[src/rtl/swr_pkg.sv]
package swr_pkg;

  typedef enum logic [2:0] {
    PH_IDLE,
    PH_LEAD,
    PH_BODY_A,
    PH_BODY_B,
    PH_TAIL,
    PH_DONE
  } phase_e;

  // Ring index advance without a divider: off never exceeds depth.
  function automatic int unsigned ring_add(int unsigned base, int unsigned off,
                                           int unsigned depth);
    int unsigned s;
    s = base + off;
    return (s >= depth) ? s - depth : s;
  endfunction

  function automatic int unsigned max4(int unsigned a, int unsigned b,
                                       int unsigned c, int unsigned d);
    int unsigned m;
    m = a;
    if (b > m) m = b;
    if (c > m) m = c;
    if (d > m) m = d;
    return m;
  endfunction

  // True when a FIFO with 'level' entries out of 'depth' can take 'lanes' more.
  function automatic logic has_room(int unsigned level, int unsigned lanes,
                                    int unsigned depth);
    return (level + lanes) <= depth;
  endfunction

endpackage

[src/rtl/swr_fifo.sv]
module swr_fifo
  import swr_pkg::*;
#(
  parameter int SW    = 16,
  parameter int LANES = 2,
  parameter int DEPTH = 20,
  localparam int PW   = (DEPTH > 1) ? $clog2(DEPTH) : 1,
  localparam int CW   = $clog2(DEPTH + 1)
) (
  input  logic                  clk,
  input  logic                  rst_n,
  input  logic                  push,
  input  logic [LANES*SW-1:0]   din,
  input  logic                  pop,
  output logic [SW-1:0]         dout,
  output logic                  valid,
  output logic                  room,
  output logic [CW-1:0]         level
);

  logic [SW-1:0] mem [DEPTH];
  logic [PW-1:0] wr_ptr, rd_ptr;
  logic          pop_ok;

  assign valid  = (level != '0);
  assign pop_ok = pop && valid;
  assign room   = has_room(32'(level), LANES, DEPTH);
  assign dout   = mem[rd_ptr];

  // Multi-lane write: lane 0 (low bits) lands first in read order.
  always_ff @(posedge clk) begin
    if (push) begin
      for (int i = 0; i < LANES; i++) begin
        mem[PW'(ring_add(32'(wr_ptr), i, DEPTH))] <= din[i*SW +: SW];
      end
    end
  end

  always_ff @(posedge clk or negedge rst_n) begin
    if (!rst_n) begin
      wr_ptr <= '0;
      rd_ptr <= '0;
      level  <= '0;
    end else begin
      if (push)   wr_ptr <= PW'(ring_add(32'(wr_ptr), LANES, DEPTH));
      if (pop_ok) rd_ptr <= PW'(ring_add(32'(rd_ptr), 1, DEPTH));
      level <= level + (push ? CW'(LANES) : CW'(0)) - CW'(pop_ok);
    end
  end

endmodule

[src/rtl/swr_sched.sv]
module swr_sched
  import swr_pkg::*;
#(
  parameter int LEAD_WORDS   = 1,
  parameter int BODY_A_WORDS = 10,
  parameter int BODY_B_WORDS = 5,
  parameter int TAIL_WORDS   = 1,
  parameter int REP_W        = 8,
  localparam int MAXSEG      = max4(LEAD_WORDS, BODY_A_WORDS, BODY_B_WORDS, TAIL_WORDS),
  localparam int SGW         = $clog2(MAXSEG + 1)
) (
  input  logic             clk,
  input  logic             rst_n,
  input  logic             start_i,
  input  logic [REP_W-1:0] reps_i,
  input  logic             word_valid,
  input  logic             a_room,
  input  logic             b_room,
  output logic             ready,
  output logic             fire,
  output logic             to_a,
  output logic             to_b,
  output logic             in_done,
  output logic             err
);

  phase_e           phase;
  logic [SGW-1:0]   seg_cnt;
  logic [REP_W-1:0] reps_left;
  logic             seg_last;
  logic             dest_a, dest_b;

  function automatic int unsigned seg_len(phase_e p);
    case (p)
      PH_LEAD:   return LEAD_WORDS;
      PH_BODY_A: return BODY_A_WORDS;
      PH_BODY_B: return BODY_B_WORDS;
      PH_TAIL:   return TAIL_WORDS;
      default:   return 1;
    endcase
  endfunction

  assign dest_a   = (phase == PH_LEAD)   || (phase == PH_BODY_A);
  assign dest_b   = (phase == PH_BODY_B) || (phase == PH_TAIL);
  assign in_done  = (phase == PH_DONE);
  assign seg_last = (32'(seg_cnt) + 1 == seg_len(phase));

  always_comb begin
    if (start_i)     ready = 1'b0;
    else if (dest_a) ready = a_room;
    else if (dest_b) ready = b_room;
    else             ready = in_done;
  end

  assign fire = word_valid && ready;
  assign to_a = fire && dest_a;
  assign to_b = fire && dest_b;

  always_ff @(posedge clk or negedge rst_n) begin
    if (!rst_n) begin
      phase     <= PH_IDLE;
      seg_cnt   <= '0;
      reps_left <= '0;
      err       <= 1'b0;
    end else if (start_i) begin
      phase     <= PH_LEAD;
      seg_cnt   <= '0;
      reps_left <= reps_i;
      err       <= 1'b0;
    end else if (fire) begin
      if (in_done) begin
        err <= 1'b1;
      end else if (!seg_last) begin
        seg_cnt <= seg_cnt + SGW'(1);
      end else begin
        seg_cnt <= '0;
        case (phase)
          PH_LEAD:   phase <= (reps_left == '0) ? PH_TAIL : PH_BODY_A;
          PH_BODY_A: phase <= PH_BODY_B;
          PH_BODY_B: begin
            reps_left <= reps_left - REP_W'(1);
            phase     <= (reps_left == REP_W'(1)) ? PH_TAIL : PH_BODY_A;
          end
          PH_TAIL:   phase <= PH_DONE;
          default:   phase <= phase;
        endcase
      end
    end
  end

endmodule

[src/rtl/stream_word_router.sv]
module stream_word_router
  import swr_pkg::*;
#(
  parameter int BUS_W        = 32,
  parameter int A_SW         = 16,
  parameter int B_SW         = 8,
  parameter int A_DEPTH      = 20,
  parameter int B_DEPTH      = 20,
  parameter int LEAD_WORDS   = 1,
  parameter int BODY_A_WORDS = 10,
  parameter int BODY_B_WORDS = 5,
  parameter int TAIL_WORDS   = 1,
  parameter int REP_W        = 8,
  localparam int A_LANES     = BUS_W / A_SW,
  localparam int B_LANES     = BUS_W / B_SW,
  localparam int A_CW        = $clog2(A_DEPTH + 1),
  localparam int B_CW        = $clog2(B_DEPTH + 1)
) (
  input  logic             clk,
  input  logic             rst_n,
  input  logic             start_i,
  input  logic [REP_W-1:0] reps_i,
  input  logic             word_valid_i,
  input  logic [BUS_W-1:0] word_data_i,
  output logic             word_ready_o,
  input  logic             a_pop_i,
  output logic [A_SW-1:0]  a_data_o,
  output logic             a_valid_o,
  input  logic             b_pop_i,
  output logic [B_SW-1:0]  b_data_o,
  output logic             b_valid_o,
  output logic             err_o
);

  // Named internal events, used by the bound checker.
  logic            word_fire;
  logic            a_push, b_push;
  logic            a_room, b_room;
  logic            sched_done;
  logic [A_CW-1:0] a_level;
  logic [B_CW-1:0] b_level;

  swr_sched #(
    .LEAD_WORDS  (LEAD_WORDS),
    .BODY_A_WORDS(BODY_A_WORDS),
    .BODY_B_WORDS(BODY_B_WORDS),
    .TAIL_WORDS  (TAIL_WORDS),
    .REP_W       (REP_W)
  ) u_sched (
    .clk       (clk),
    .rst_n     (rst_n),
    .start_i   (start_i),
    .reps_i    (reps_i),
    .word_valid(word_valid_i),
    .a_room    (a_room),
    .b_room    (b_room),
    .ready     (word_ready_o),
    .fire      (word_fire),
    .to_a      (a_push),
    .to_b      (b_push),
    .in_done   (sched_done),
    .err       (err_o)
  );

  swr_fifo #(.SW(A_SW), .LANES(A_LANES), .DEPTH(A_DEPTH)) u_fifo_a (
    .clk  (clk),
    .rst_n(rst_n),
    .push (a_push),
    .din  (word_data_i),
    .pop  (a_pop_i),
    .dout (a_data_o),
    .valid(a_valid_o),
    .room (a_room),
    .level(a_level)
  );

  swr_fifo #(.SW(B_SW), .LANES(B_LANES), .DEPTH(B_DEPTH)) u_fifo_b (
    .clk  (clk),
    .rst_n(rst_n),
    .push (b_push),
    .din  (word_data_i),
    .pop  (b_pop_i),
    .dout (b_data_o),
    .valid(b_valid_o),
    .room (b_room),
    .level(b_level)
  );

endmodule

[config.mk]
export PLATFORM = sky130hd
export DESIGN_NAME = stream_word_router
export DESIGN_NICKNAME = d
export VERILOG_FILES = /design/src/rtl/swr_pkg.sv /design/src/rtl/swr_fifo.sv /design/src/rtl/swr_sched.sv /design/src/rtl/stream_word_router.sv
export SDC_FILE = /design/constraint.sdc
export NUM_CORES = 1
export LEC_CHECK = 0
export BUFFER_PORTS_ARGS = -buffer_cell sky130_fd_sc_hd__buf_2
export CAP_MARGIN = 0
export CORE_MARGIN = 2
export CORE_UTILIZATION = 45
export CTS_BUF_LIST = sky130_fd_sc_hd__clkbuf_8
export CTS_CLUSTER_DIAMETER = 80
export DETAILED_ROUTE_END_ITERATION = 6
export PLACE_DENSITY = 0.61
export SLEW_MARGIN = 30
export SYNTH_ARGS = -nofsm -noshare
export SYNTH_HDL_FRONTEND = slang
export SYNTH_SLANG_ARGS = --single-unit
[constraint.sdc]
create_clock -name clk -period 9.25 [get_ports clk]
set_input_delay 0.925 -clock clk [delete_from_list [all_inputs] [get_ports clk]]
set_output_delay 0.925 -clock clk [all_outputs]
set_load 0.03 [all_outputs]
; ---- Yosys cells after proc, flatten, opt, wreduce, memory -nomap -nowiden
; Memories as Yosys holds them, arrays and structs flattened.
; Cells that the tools add are included.
[word_totals]
ff_bits = 46
ramBits = 480
out_inout_bits = 28
memories = 2
[classes]
add_sub_neg = 27
magnitude_cmp = 12
eq_ne = 8
muxes = 39
reduce_logical = 19
[mem_list]
columns = memory, words, word_bits, read_ports, rd_ports_with_merged_regs, write_ports, line_no
row1 = u_fifo_a.mem, 20, 16, 1, 0, 2, swr_fifo.sv:21  ; logic [SW-1:0] mem [DEPTH];
row2 = u_fifo_b.mem, 20, 8, 1, 0, 4, swr_fifo.sv:21
[ops]
columns = op, n
row1 = "<= comparator 32 x 5 -> 1 bit, second input constant", 2
row2 = 2-to-1 mux 5 bit, 10
row3 = "subtractor 5 bit, second input constant", 10
row4 = ">= comparator 6 x 5 -> 1 bit, second input constant", 8
row5 = 2-to-1 mux 8 bit, 5
row6 = equality test 32 x 4 -> 1 bit, 1
row7 = "adder 5 x 1 -> 6 bit, second input constant", 4
row8 = "adder 5 x 2 -> 6 bit, second input constant", 4
row9 = 2-to-1 mux 3 bit, 7
row10 = 2-to-1 mux 4 bit, 4
row11 = nonzero test 5 bit, 3
row12 = "adder 5 x 3 -> 6 bit, second input constant", 2
row13 = case mux 3 bit (4 select lines), 1
row14 = adder 5 bit, 2
row15 = ">= comparator 5 bit, second input constant", 2
row16 = 2-to-1 mux 1 bit, 10
row17 = subtractor 5 x 1 -> 5 bit, 2
row18 = "equality test 8 x 1 -> 1 bit, second input constant", 1
row19 = zero test 8 bit, 1
row20 = case mux 4 bit (2 select lines), 1
row21 = AND reduction 4 bit, 2
row22 = nonzero test 2 bit, 4
row23 = "subtractor 8 x 1 -> 8 bit, second input constant", 1
row24 = "equality test 3 x 2 -> 1 bit, second input constant", 2
row25 = 9 further kinds, 16

; ---- Depth between registers and ports, before layout
[depth]
depth_word = 10
ltp_mapped = 12
depth_no_buf = 12

; ---- Modules after synthesis
; From an unflattened synthesis, not the netlist that was laid out.
[unflattened]
cells_unflattened = 1331
hier_area_um2 = 22370.2
[by_module_without_submodules]
columns = module, instances, cells_per_inst, area_per_inst_um2
row1 = swr_fifo at u_fifo_a, 1, 767, 13751.9
row2 = swr_fifo at u_fifo_b, 1, 424, 7330.8
row3 = swr_sched, 1, 140, 1287.5

; ---- Worst setup path after synthesis
; Ideal clock, no wire load.
[synth_path]
kind = input -> register
start = input start_i
end = memory u_fifo_b.mem[13][0] (netlist name), enable pin
setup_time_ns = 0.435
arrival_ns = 3.411
t_required_ns = 8.815
slack_ns = 5.403
stages = 5
cell_sequence = buf_2 nor2b_1 nand3_1 clkbuf_1 nor3_1
[synth_lines]
columns = element, line_no
row1 = start: declaration, stream_word_router.sv:21  ; input logic start_i,
row2 = end: declaration, swr_fifo.sv:21

; ---- Worst setup path in the final report
[layout_path]
start = register u_fifo_a.rd_ptr[0]
end = output a_data_o[10]
[layout_between]
elab_chain_len = 1
[layout_lines]
columns = element, line_no
row1 = start: declaration, swr_fifo.sv:22  ; logic [PW-1:0] wr_ptr, rd_ptr;
row2 = start signal: assignment, swr_fifo.sv:46  ; if (pop_ok) rd_ptr <= PW'(ring_add(32'(rd_ptr), 1, DEPTH));
row3 = memory (20 x 16 bit), n/a
row4 = end: declaration, stream_word_router.sv:27  ; output logic [A_SW-1:0] a_data_o,
; No other way between the ends.

==> results.json <==
{
  "viasPerCell": 5.70,
  "syn_area_per_cell_um2": 18.6,
  "ir_drop_uv": 246,
  "grt_start_max_net_pins": 57,
  "worstPathArrival_ns": 3.79,
  "clkLatencyLatePin_ns": 0.65,
  "antenna_cells": 0,
  "dp_hpwl_um": 29000,
  "crit_buf_inv": 2,
  "grt_usage_pct": 19.9,
  "clk_pin_slew_ns": 0.06,
  "multiInputGateArea_um2": 6110,
  "max_freq_mhz": 212,
  "p_per_area_nw_per_um2": 298,
  "gr-total-overflow": 0,
  "final-seq-area_um2": 15500,
  "cts_max_level": 3,
  "std_cell_rows": 80,
  "postCtsResizedCells": 0,
  "layout-drive-gt1-share_pct": 29.5,
  "p_leak_nw": 8.44,
  "worstPathRequired_ns": 8.33,
  "layout_min_cycle_time_ns": 4.71,
  "num_vias": 11300,
  "clockBufferDepth": 3,
  "cts_setup_buffers": 0,
  "num-nets-final": 1390,
  "yosysSeqAreaShare_pct": 71.0,
  "antenna_left": 0,
  "synth_edf_count": 480,
  "synth_area_um2": 21800,
  "cts_tree": "yes",
  "die_y_um": 224,
  "antenna_found_initial": 2,
  "cap_viol_max_count": 0,
  "initial_core_util_pct": 45.7,
  "yosysWarnings": 0,
  "grt_pass1_vias": 11900,
  "die_w_um": 224,
  "startpoint_type": "flip-flop",
  "cp_max_fo": 52,
  "ys.flop_type": "edfxtp_1",
  "wl_um": 48800,
  "slowest_stage": "dfrtp_4",
  "synth_cells": 1173,
  "port_buffers": 73,
  "critPathCaptureType": "primary output",
  "slew_headroom_pct": 34.2,
  "fin_area_um2": 24700,
  "drc": 0,
  "root_buffer": "clkbuf_8",
  "syn-num-nets": 1262,
  "hold_viol": 0,
  "instances_no_fill": 1987,
  "drt_iter0_markers": 939,
  "placed_area_um2": 23000,
  "cp_cell_sequence": "buf_6 > mux4_2 > mux4_2 > nand2_1 > nand2_1 > buf_2",
  "clock_sinks": 523,
  "path_class": "flip-flop to primary output",
  "first_pass_iters": 7,
  "rsz0062_at_grt": "false",
  "fin_setup_tns_ns": 0,
  "max_stage_delay_ns": 0.87,
  "synthArstFlopShare_pct": 8.22,
  "setup_viol": 0,
  "worstMarginPinSlew_ns": 0.982,
  "dp.cells": 1829,
  "fin_skew_ns": 0.0276,
  "fin_crit_sh_pct": 51.0,
  "outcome": "finished clean",
  "io_pins": 74,
  "coreArea_um2": 47700,
  "grt_first_pass_wirelength_um": 73500,
  "crit_family": "multiplexers",
  "routabilityCongestion": 0.766,
  "slew_violations": 0,
  "ys_ff_latch": 523,
  "area_growth_pct": 13.4,
  "n_fill_cell": 3846,
  "cts_hold_buf": 0,
  "final_util_pct": 51.8,
  "dieArea_um2": 50200,
  "cts_buffers": 85,
  "synth_cell_type_count": 64,
  "wl_per_cell_um": 24.6,
  "hold_class": "primary input to asynchronous set/reset pin"
}
[sequential cells by signal, summed over array words and instances, names as in the netlist, 5 cells and up]
| signal | flops |
|---|---|
| u_fifo_a.rd_ptr | 5 |
| u_fifo_a.level | 5 |
| u_fifo_b.level | 5 |
| u_fifo_b.mem | 160 |
| u_sched.reps_left | 8 |
| u_fifo_a.mem | 320 |
| u_fifo_b.rd_ptr | 5 |
[power by group]
group | total (W) | switching (W) | internal (W) | leakage, nW
combinational | 0.00245 | 0.00137 | 0.00108 | 2.61
sequential | 0.00297 | 0.000223 | 0.00274 | 4.84
clock | 0.00196 | 0.000911 | 0.00105 | 0.989
total | 0.00738 | 0.00251 | 0.00487 | 8.44
[cell type report]
type,instances,area share [%]
flip-flops and latches,523,62.7
inverters,39,0.592
clock inverters,71,1.94
well taps,615,3.11
repair buffers,94,2.13
clock buffers,87,4.84
multi-input cells,558,24.7
[per-stage QoR]
step           hold slack [ns]  setup slack (ns)  power, W
2_1_floorplan            0.535              5.40   0.00478
3_3_place_gp             0.472              4.88   0.00544
3_5_place_dp             0.486              4.90   0.00549
4_1_cts                  0.354              4.48   0.00746
5_1_grt                  0.391              4.28   0.00777
6_report                 0.380              4.54   0.00738
[synth_stat cells, types with 5 or more instances]
cell,count,share of area (%)
edfxtp_1,480,66
mux4_2,144,15
nand2_1,97,1.7
nor2_1,52,0.90
dfrtp_1,43,4.9
ha_1,41,2.4
inv_1,38,0.65
clkbuf_1,31,0.53
o21ai_0,24,0.55
a21oi_1,22,0.50
nor3_1,18,0.41
buf_2,17,0.39
xor2_1,17,0.68
nand3_1,16,0.37
xnor2_1,14,0.56
a31oi_1,9,0.26
mux2_2,9,0.46
nor2b_1,8,0.23
and3_1,6,0.17
nand2b_1,6,0.17
buf_1,5,0.086
o31ai_1,5,0.17
[kinds of logic (layout without fill, tap and decap cells)]
kind of cell               after synthesis  count (layout)  share of synthesized area (%)
and+or+nand+nor                        236             236                           5.10
adders and majority gates               43              43                           2.54
muxes                                  154             154                           15.4
DFF                                    523             523                           71.0
AOI/OAI and AO/OA                       94              94                           3.02
buffers and inverters                   92             291                           1.68
xor gates and xnor gates                31              31                           1.25
[routing by layer]
layer / track usage, % / up-vias / wire length, µm
li1: - / 4975 / -
met2: 32.3 / 370 / 23700
met5: 0 / - / 26
met3: 4.03 / 74 / 2980
met4: 5.61 / 4 / 884
met1: 27.5 / 5912 / 21200
[final timing paths]
path,start,to,slack (ns),depth (start not counted)
setup reg to reg,u_fifo_a.level[2]$_DFF_PN0_,u_fifo_a.mem[1][15]$_DFFE_PP_,5.30,7
setup / recovery,u_fifo_a.rd_ptr[0]$_DFFE_PN0P_,a_data_o[10],4.54,6
min in group clk,reps_i[4],u_sched.reps_left[4]$_DFFE_PN0P_,0.49,3
hold reg to reg,u_fifo_b.rd_ptr[0]$_DFFE_PN0P_,u_fifo_b.rd_ptr[0]$_DFFE_PN0P_,0.50,1
max in group asynchronous,rst_n,u_fifo_a.rd_ptr[0]$_DFFE_PN0P_,8.37,2
hold / removal,rst_n,u_fifo_b.wr_ptr[2]$_DFFE_PN0P_,0.38,2
[cell usage in the layout, fill, tap and decap left out, drive strengths merged, types with 3 or more instances in the layout]
master / instances
edfxtp: 480
mux4: 144
nand2: 97
buf: 94
clkbuf: 87
inv: 78
nor2: 52
dfrtp: 43
ha: 41
o21ai: 24
clkinv: 23
a21oi: 22
nor3: 18
xor2: 17
nand3: 17
xnor2: 14
mux2: 9
a31oi: 9
nor2b: 8
nand2b: 6
and3: 6
bufinv: 6
o31ai: 6
or2: 4
o22ai: 4
a32oi: 4
nand4: 4
or4b: 4
nor4: 4
a22oi: 3
and2: 3
clkinvlp: 3
or3: 3
Note: power is estimated with default switching activity, not from simulation.
